### src/rtl/i2cq_pkg.sv
package i2cq_pkg;
   localparam int IRQ_N     = 5;
   localparam int IRQ_TXTHR = 0;
   localparam int IRQ_RXTHR = 1;
   localparam int IRQ_TXUND = 2;
   localparam int IRQ_RXOVF = 3;
   localparam int IRQ_TXLCK = 4;
endpackage

### src/rtl/i2cq_ring.sv
module i2cq_ring #(
   parameter int DEPTH = 8,
   parameter int DW    = 8,
   localparam int AW   = (DEPTH > 1) ? $clog2(DEPTH) : 1,
   localparam int LW   = $clog2(DEPTH + 1)
) (
   input  logic          clk,
   input  logic          rst_n,
   input  logic          clr,
   input  logic          push,
   input  logic [DW-1:0] din,
   input  logic          pop,
   output logic [DW-1:0] head,
   output logic [LW-1:0] level
);
   logic [DW-1:0] mem [DEPTH];
   logic [AW-1:0] wr_ptr, rd_ptr, wr_nxt, rd_nxt;

   generate
      if ((DEPTH & (DEPTH - 1)) == 0) begin : g_pow2
         assign wr_nxt = wr_ptr + 1'b1;
         assign rd_nxt = rd_ptr + 1'b1;
      end else begin : g_wrap
         assign wr_nxt = (wr_ptr == AW'(DEPTH - 1)) ? '0 : wr_ptr + 1'b1;
         assign rd_nxt = (rd_ptr == AW'(DEPTH - 1)) ? '0 : rd_ptr + 1'b1;
      end
   endgenerate

   always_ff @(posedge clk) begin
      if (push) mem[wr_ptr] <= din;
   end

   always_ff @(posedge clk or negedge rst_n) begin
      if (!rst_n) begin
         wr_ptr <= '0;
         rd_ptr <= '0;
         level  <= '0;
      end else if (clr) begin
         wr_ptr <= '0;
         rd_ptr <= '0;
         level  <= '0;
      end else begin
         if (push) wr_ptr <= wr_nxt;
         if (pop)  rd_ptr <= rd_nxt;
         case ({push, pop})
            2'b10:   level <= level + 1'b1;
            2'b01:   level <= level - 1'b1;
            default: level <= level;
         endcase
      end
   end

   assign head = mem[rd_ptr];
endmodule

### src/rtl/i2cq_irq.sv
module i2cq_irq #(
   parameter int IW = 5
) (
   input  logic          clk,
   input  logic          rst_n,
   input  logic [IW-1:0] cause,
   input  logic [IW-1:0] clr,
   input  logic [IW-1:0] en,
   output logic [IW-1:0] status,
   output logic          irq
);
   generate
      for (genvar b = 0; b < IW; b++) begin : g_bit
         always_ff @(posedge clk or negedge rst_n) begin
            if (!rst_n)        status[b] <= 1'b0;
            else if (cause[b]) status[b] <= 1'b1;
            else if (clr[b])   status[b] <= 1'b0;
         end
      end
   endgenerate

   assign irq = |(status & en);
endmodule

### src/rtl/i2cq_fifo_pair.sv
module i2cq_fifo_pair
   import i2cq_pkg::*;
#(
   parameter int DEPTH = 8,
   parameter int DW    = 8,
   localparam int LW   = $clog2(DEPTH + 1)
) (
   input  logic             clk,
   input  logic             rst_n,
   input  logic             host_tx_wr,
   input  logic [DW-1:0]    host_tx_data,
   input  logic             host_rx_rd,
   output logic [DW-1:0]    host_rx_data,
   input  logic             eng_tx_req,
   input  logic             eng_tx_ack,
   output logic [DW-1:0]    eng_tx_data,
   output logic             eng_tx_vld,
   input  logic             eng_tx_lock,
   input  logic             eng_rx_push,
   input  logic [DW-1:0]    eng_rx_data,
   input  logic             tx_flush,
   input  logic             rx_flush,
   input  logic [LW-1:0]    tx_thresh,
   input  logic [LW-1:0]    rx_thresh,
   input  logic [IRQ_N-1:0] irq_clr,
   input  logic [IRQ_N-1:0] irq_en,
   output logic [LW-1:0]    tx_level,
   output logic [LW-1:0]    rx_level,
   output logic             tx_locked,
   output logic [IRQ_N-1:0] irq_status,
   output logic             irq
);
   initial begin
      assert (DEPTH >= 2) else $fatal(1, "DEPTH must be at least 2");
      assert (DW >= 1)    else $fatal(1, "DW must be at least 1");
   end

   logic tx_full, tx_empty, rx_full, rx_empty;
   logic tx_push, tx_pop, rx_push, rx_pop;
   logic [IRQ_N-1:0] cause;

   assign tx_full  = (tx_level == LW'(DEPTH));
   assign tx_empty = (tx_level == '0);
   assign rx_full  = (rx_level == LW'(DEPTH));
   assign rx_empty = (rx_level == '0);

   assign tx_push = host_tx_wr && !tx_flush && !tx_locked && !tx_full;
   assign tx_pop  = eng_tx_req && eng_tx_ack && !tx_empty && !tx_flush;
   assign rx_push = eng_rx_push && !rx_full && !rx_flush;
   assign rx_pop  = host_rx_rd && !rx_empty && !rx_flush;

   assign eng_tx_vld = tx_pop;

   always_ff @(posedge clk or negedge rst_n) begin
      if (!rst_n)           tx_locked <= 1'b0;
      else if (tx_flush)    tx_locked <= 1'b0;
      else if (eng_tx_lock) tx_locked <= 1'b1;
   end

   i2cq_ring #(.DEPTH(DEPTH), .DW(DW)) u_txq (
      .clk   (clk),
      .rst_n (rst_n),
      .clr   (tx_flush),
      .push  (tx_push),
      .din   (host_tx_data),
      .pop   (tx_pop),
      .head  (eng_tx_data),
      .level (tx_level)
   );

   i2cq_ring #(.DEPTH(DEPTH), .DW(DW)) u_rxq (
      .clk   (clk),
      .rst_n (rst_n),
      .clr   (rx_flush),
      .push  (rx_push),
      .din   (eng_rx_data),
      .pop   (rx_pop),
      .head  (host_rx_data),
      .level (rx_level)
   );

   always_comb begin
      cause            = '0;
      cause[IRQ_TXTHR] = (tx_level <= tx_thresh);
      cause[IRQ_RXTHR] = (rx_level >= rx_thresh);
      cause[IRQ_TXUND] = eng_tx_req && tx_empty;
      cause[IRQ_RXOVF] = eng_rx_push && rx_full;
      cause[IRQ_TXLCK] = host_tx_wr && tx_locked;
   end

   i2cq_irq #(.IW(IRQ_N)) u_irq (
      .clk    (clk),
      .rst_n  (rst_n),
      .cause  (cause),
      .clr    (irq_clr),
      .en     (irq_en),
      .status (irq_status),
      .irq    (irq)
   );
endmodule

### config.mk
export PLATFORM = sky130hd
export DESIGN_NAME = i2cq_fifo_pair
export DESIGN_NICKNAME = d
export VERILOG_FILES = /design/src/rtl/i2cq_pkg.sv /design/src/rtl/i2cq_ring.sv /design/src/rtl/i2cq_irq.sv /design/src/rtl/i2cq_fifo_pair.sv
export SDC_FILE = /design/constraint.sdc
export NUM_CORES = 1
export LEC_CHECK = 0
export ABC_CLOCK_PERIOD_IN_PS = 5800
export CAP_MARGIN = 10
export CORE_MARGIN = 2
export CORE_UTILIZATION = 27
export DETAILED_ROUTE_END_ITERATION = 8
export PLACE_DENSITY = 0.52
export SLEW_MARGIN = 15
export SYNTH_ARGS = -nofsm -noshare
export SYNTH_HDL_FRONTEND = slang
export SYNTH_HIERARCHICAL = 1
export SYNTH_SLANG_ARGS = --single-unit
### constraint.sdc
create_clock -name clk -period 5.8 [get_ports clk]
set_clock_uncertainty 0.05 [all_clocks]
set_input_delay 0.58 -clock clk [delete_from_list [all_inputs] [get_ports clk]]
set_output_delay 0.58 -clock clk [all_outputs]
set_load 0.01 [all_outputs]
### Word level (Yosys, flattened, before mapping)

Memories as Yosys holds them, arrays and structs flattened.
Cells that the tools add are included.

| word-level totals | value |
|---|---|
| flip-flop bits (word level) | 26 |
| RAM bits | 128 |
| output and inout port bits | 32 |
| logic and storage cells | 94 |
| memories kept | 2 |

Memories:

| memory | depth | width | read ports | clocked after Yosys merged registers in | wr ports | RTL line | text |
|---|---|---|---|---|---|---|---|
| u_rxq.mem | 8 | 8 | 1 | 0 | 1 | i2cq_ring.sv:16 | `logic [DW-1:0] mem [DEPTH];` |
| u_txq.mem | 8 | 8 | 1 | 0 | 1 | i2cq_ring.sv:16 |  |

| cells by class | value |
|---|---|
| $add $sub $neg | 8 |
| $lt $le $gt $ge | 2 |
| equal/unequal tests | 6 |
| mux-type cells | 28 |
| bitwise gates (word level) | 1 |
| reduce and logical (&&, ||, !) cells | 35 |

Operator list:

| kind | count |
|---|---|
| 3-bit two-way mux | 8 |
| 2-bit nonzero test | 10 |
| 1-bit two-way mux | 16 |
| 4-bit one-hot mux with 2 select lines | 2 |
| 1-bit logical AND | 13 |
| 3-bit by 1-bit adder with 3-bit output (second input constant) | 4 |
| 4-bit by 1-bit adder with 4-bit output (second input constant) | 2 |
| 4-bit == test (second input constant) | 2 |
| 4-bit zero test | 2 |
| 4-bit two-way mux | 2 |
| 4-bit by 1-bit subtractor with 4-bit output (second input constant) | 2 |
| 1-bit zero test | 7 |
| 3-bit nonzero test | 2 |
| 5-bit bitwise AND | 1 |
| 5-bit OR reduction | 1 |
| 2-bit by 1-bit == test with 1-bit output (second input constant) | 2 |
| 2-bit == test (second input constant) | 2 |
| 4-bit greater-or-equal comparator | 1 |
| 4-bit less-or-equal comparator | 1 |

### Logic depth before layout (Yosys ltp)

| depth | value |
|---|---|
| depth after elaboration | 7 |
| gate-level depth with buffers | 9 |

### Modules after synthesis

The synthesis kept the hierarchy.

Modules (own cells, without submodules):

| module | times used | cells each | area each (um2) |
|---|---|---|---|
| i2cq_ring at u_rxq | 1 | 166 | 3116.7 |
| i2cq_ring at u_txq | 1 | 165 | 3113.0 |
| i2cq_fifo_pair | 1 | 44 | 307.8 |
| i2cq_irq | 1 | 18 | 203.9 |

### Worst setup path after synthesis

Ideal clock, no wire load.

| timing path | value |
|---|---|
| kind | register to register |
| from | register u_txq.level[1] |
| to | register u_txq.level[3] |
| arrival time | 2461 ps |
| path slack | 3217 ps |
| cell stages (with the launch flop) | 9 |
| buffers on the path | 1 |
| path through | dfrtp_1 -> nor4_2 -> nor3_1 -> buf_2 -> nor2b_1 -> ha_1 -> a31o_2 -> a2111oi_0 -> nand4b_1 |

| on the way | value |
|---|---|
| word-level cells in the longest chain between the ends | 7 |
| elaborated cells between the ends (all ways) | 14 |

Ends and longest elaborated chain:

| what | RTL line | text |
|---|---|---|
| from (decl) | i2cq_ring.sv:14 | `output logic [LW-1:0] level` |
| from (signal assigned) | i2cq_ring.sv:46 | `2'b10: level <= level + 1'b1;` |
| from (signal assigned) | i2cq_ring.sv:47 | `2'b01: level <= level - 1'b1;` |
| from (signal assigned) | i2cq_ring.sv:48 | `default: level <= level;` |
| 4-bit zero test * | i2cq_fifo_pair.sv:43 | `assign tx_empty = (tx_level == '0);` |
| 1-bit zero test * | i2cq_fifo_pair.sv:48 | `assign tx_pop = eng_tx_req && eng_tx_ack && !tx_empty && !tx_flush;` |
| 1-bit logical AND * (2 in series) | i2cq_fifo_pair.sv:48 |  |
| named net eng_tx_vld | i2cq_fifo_pair.sv:17 | `output logic eng_tx_vld,` |
| 2-bit by 1-bit == test with 1-bit output / 2-bit == test (equally long branches) | i2cq_ring.sv:45 | `case ({push, pop})` |
| 4-bit one-hot mux with 2 select lines | i2cq_ring.sv:45 |  |
| 4-bit two-way mux | i2cq_ring.sv:38 | `end else if (clr) begin` |

Mark *: on every way through the listed nets, which the timed path passes. The rest lies on a longest branch.
A chain may end at the register's enable or synchronous reset.

### Final worst setup path

| timing path | value |
|---|---|
| from | input tx_flush |
| to | memory u_txq.mem[0][3] (enable) |

| on the way | value |
|---|---|
| word-level cells in the longest chain between the ends | 6 |

Ends and longest elaborated chain:

| what | RTL line | text |
|---|---|---|
| from (decl) | i2cq_fifo_pair.sv:21 | `input logic tx_flush,` |
| 1-bit zero test | i2cq_fifo_pair.sv:47 | `assign tx_push = host_tx_wr && !tx_flush && !tx_locked && !tx_full;` |
| 1-bit logical AND (3 in series) | i2cq_fifo_pair.sv:47 |  |
| named net tx_push | i2cq_fifo_pair.sv:39 | `logic tx_push, tx_pop, rx_push, rx_pop;` |
| 1-bit two-way mux | i2cq_ring.sv:30 | `if (push) mem[wr_ptr] <= din;` |
| 1-bit two-way mux (implied by the code) | i2cq_ring.sv:30 |  |
| to (decl) | i2cq_ring.sv:16 |  |

The timed path passes the listed nets, and every way through them passes these cells.

==> metrics.yaml <==
fin_crit_ns: 3.602
gp_congestion: 0.7356
drc: 0
peakVddDrop_mv: 0.1721
synth_area_leaders: "edfxtp_1 (57%), mux4_1 (12%), dfrtp_1 (9.7%), ha_1 (3.0%), mux2_2 (2.7%)"
hp-start: "u_irq/status[2]"
cts_sinks: 154
wire_per_inst_um: 16.27
avgSynthCellArea_sq_um: 17.15
finalSetupViolations: 0
dieArea_sq_um: 26250
synth.ff_latch_count: 154
rsz0062_at_grt: "no"
dp_hpwl_um: 8762
layout.cells.non_filler: 812
cts_buffers: 17
antenna_cells: 0
portBuffers: 75
status: "complete, no violations"
yosysWarnings: 6
die_h_um: 162.0
synth_seq_area_share: 0.6667
hold_class: "flip-flop to flip-flop"
syn-instance-count: 393
relSlewSlack: 0.2509
layout.nets: 535
hold_ws_ns: 0.4798
grtUsageMet2: 0.1758
grt_first_pass_wirelength_um: 21040
areaGrowthSynthToFinish_pct: 24.74
critical_path_required_ns: 5.78
clkTransAtPathRegs_ns: 0.06
synth_top_cell_area_share: 0.5702
fin_crit_sh: 0.6211
endpoint_kind: "flip-flop"
syn-cell-area_sq_um: 6741
yosys.area.top_type: "edfxtp_1"
hold_viol: 0
vias: 3612
drt_first_pass_iters: 4
core-area_sq_um: 24390
rr_startpoint: "u_txq/level[0]"
clk_latency_ns: 0.41
grt_pass1_vias: 3779
num-fill-cells: 2359
grt_max_degree: 27
critPathLaunchType: "input port"
antenna_found_initial: 0
tritoncts: "built"
maxCapViolCount: 0
wl_um: 13210
ys_types: 43
fmax_ghz: 0.2776
io_pins: 76
clock_tree.root_cell: "clkbuf_16"
synthesis.nets: 453
drt_iter0_drc: 279
layout-drive-gt1-share: 0.1230
start_util: 0.2764
track_usage: 0.1051
p_leak_nw: 2.939
post-place-cells: 780
ctsResizeCount: 0
tightestPinTransition_ns: 1.115
cts-hold-fix-buffers: 0
die_width_um: 162.0
clk_path_buf_depth: 2
p_per_area_nw_per_um2: 305.4
drv_slew: 0
num_rows: 57
use_met3: 0.02860
crit_type: "input port to flip-flop"
path_max_fanout: 16
crit_start: "tx_flush"
finalSetupTns_ns: 0
gr-total-overflow: 0
busiest_layer: "met2"
viasPerCell: 4.448
globalRouteMet1Util: 0.1294
arrival_ns: 3.58
postRouteAntennaNets: 0
ctsHtreeMaxLevel: 4
cts_setup_buffers: 0
[registers in the layout, summed over array words and instances (netlist names)]
register / flops
u_txq/rd_ptr: 3
u_txq/wr_ptr: 3
u_rxq/rd_ptr: 3
u_rxq/level: 4
u_rxq/mem: 64
u_txq/mem: 64
u_rxq/wr_ptr: 3
u_irq/status: 5
u_txq/level: 4
tx_locked: 1
[per-layer routing]
| metal | wire [um] | share of wire |
|---|---|---|
| met5 | 0 | 0 |
| met4 | 272 | 0.021 |
| met3 | 454 | 0.034 |
| met2 | 6657 | 0.50 |
| met1 | 5826 | 0.44 |
[cells in the mapped netlist, drive strengths merged]
library cell  number
nor3              10
a222oi             1
o21ai              4
nand2             13
mux2              16
a211o              2
nand4              2
mux4              32
a2111o             2
nor2              36
nor2b              5
nor3b              1
a221o              2
a22o               1
a32o               1
nand4b             2
a22oi              1
ha                16
buf               11
o2bb2ai            1
and3               1
nand2b            10
a2111oi            2
mux2i              6
clkbuf             5
or2                1
a21o               5
edfxtp           128
a21oi              8
dfrtp             26
nand3              2
xor2               7
nor4               2
xnor2              3
a221oi             2
a31o               2
inv               20
and2               4
[cell usage in the layout, fill, tap and decap left out, drive strengths merged, types with 3 or more instances in the layout]
cell type / n
a21o: 5
a21oi: 8
and2: 4
buf: 4
clkbuf: 17
clkdlybuf4s50: 75
clkinv: 3
dfrtp: 26
edfxtp: 128
ha: 16
inv: 29
mux2: 16
mux2i: 6
mux4: 32
nand2: 13
nand2b: 10
nor2: 36
nor2b: 5
nor3: 10
o21ai: 4
xnor2: 3
xor2: 7
[kinds of logic (layout without fill, tap and decap cells)]
kind of cell	count (synthesis)	after routing	share of synthesized area
multiplexers	54	54	0.1604
adder cells (fa/ha/maj)	16	16	0.02970
AO/OA/AOI/OAI	34	34	0.03805
XOR/XNOR	10	10	0.01299
flip-flops	154	154	0.6667
buffers and inverters	36	131	0.02821
AND/OR/NAND/NOR	89	89	0.06403
[worst max-delay path, stage by stage]
cell and delay (ns):
clkdlybuf4s50_1 0.70, nor2_1 0.21, nand2_1 0.07, a21oi_1 0.78, nand2b_1 0.31, nor3_1 0.92
[layout make-up]
| class | instances | area, sq um | share of cell area |
|---|---|---|---|
| flip-flops and latches | 154 | 4494 | 0.5344 |
| multi-input cells | 203 | 2072 | 0.2464 |
| clock buffers | 17 | 425.4 | 0.05059 |
| clock inverters | 15 | 156.4 | 0.01860 |
| inverters | 20 | 75.07 | 0.008927 |
| repair buffers | 79 | 780.7 | 0.09284 |
| well taps | 324 | 405.4 | 0.04821 |
[stage by stage]
step / setup WS, ns / utilization / total power [mW] / area, sq um
6_report: 2.198 / 0.3448 / 2.568 / 8409
4_1_cts: 2.137 / 0.3446 / 2.608 / 8404
3_3_place_gp: 1.837 / 0.3203 / 1.512 / 7812
2_1_floorplan: 3.217 / - / 1.400 / 6741
5_1_grt: 1.889 / 0.3448 / 2.675 / 8409
3_5_place_dp: 1.692 / 0.3207 / 1.519 / 7823
[power breakdown]
group	internal, mW	switching [mW]	leakage, nW
combinational	0.135	0.102	1.15
sequential	1.22	0.0348	1.50
clock	0.609	0.465	0.283
[worst paths after layout]
| check | slack, ns | to | cells past startpoint |
|---|---|---|---|
| worst max register to register | 2.67 | u_txq/mem[0][3] | 4 |
| worst max-delay path | 2.20 | u_txq/mem[0][3] | 6 |
| worst min-delay path | 0.48 | u_irq/status[2] | 1 |
| max in group asynchronous | 4.94 | u_rxq/rd_ptr[2] | 2 |
| min in group asynchronous | 0.49 | u_rxq/level[1] | 2 |
| worst min register to register | 0.48 | u_irq/status[2] | 1 |
No activity file was read; power rests on OpenSTA's default activity.
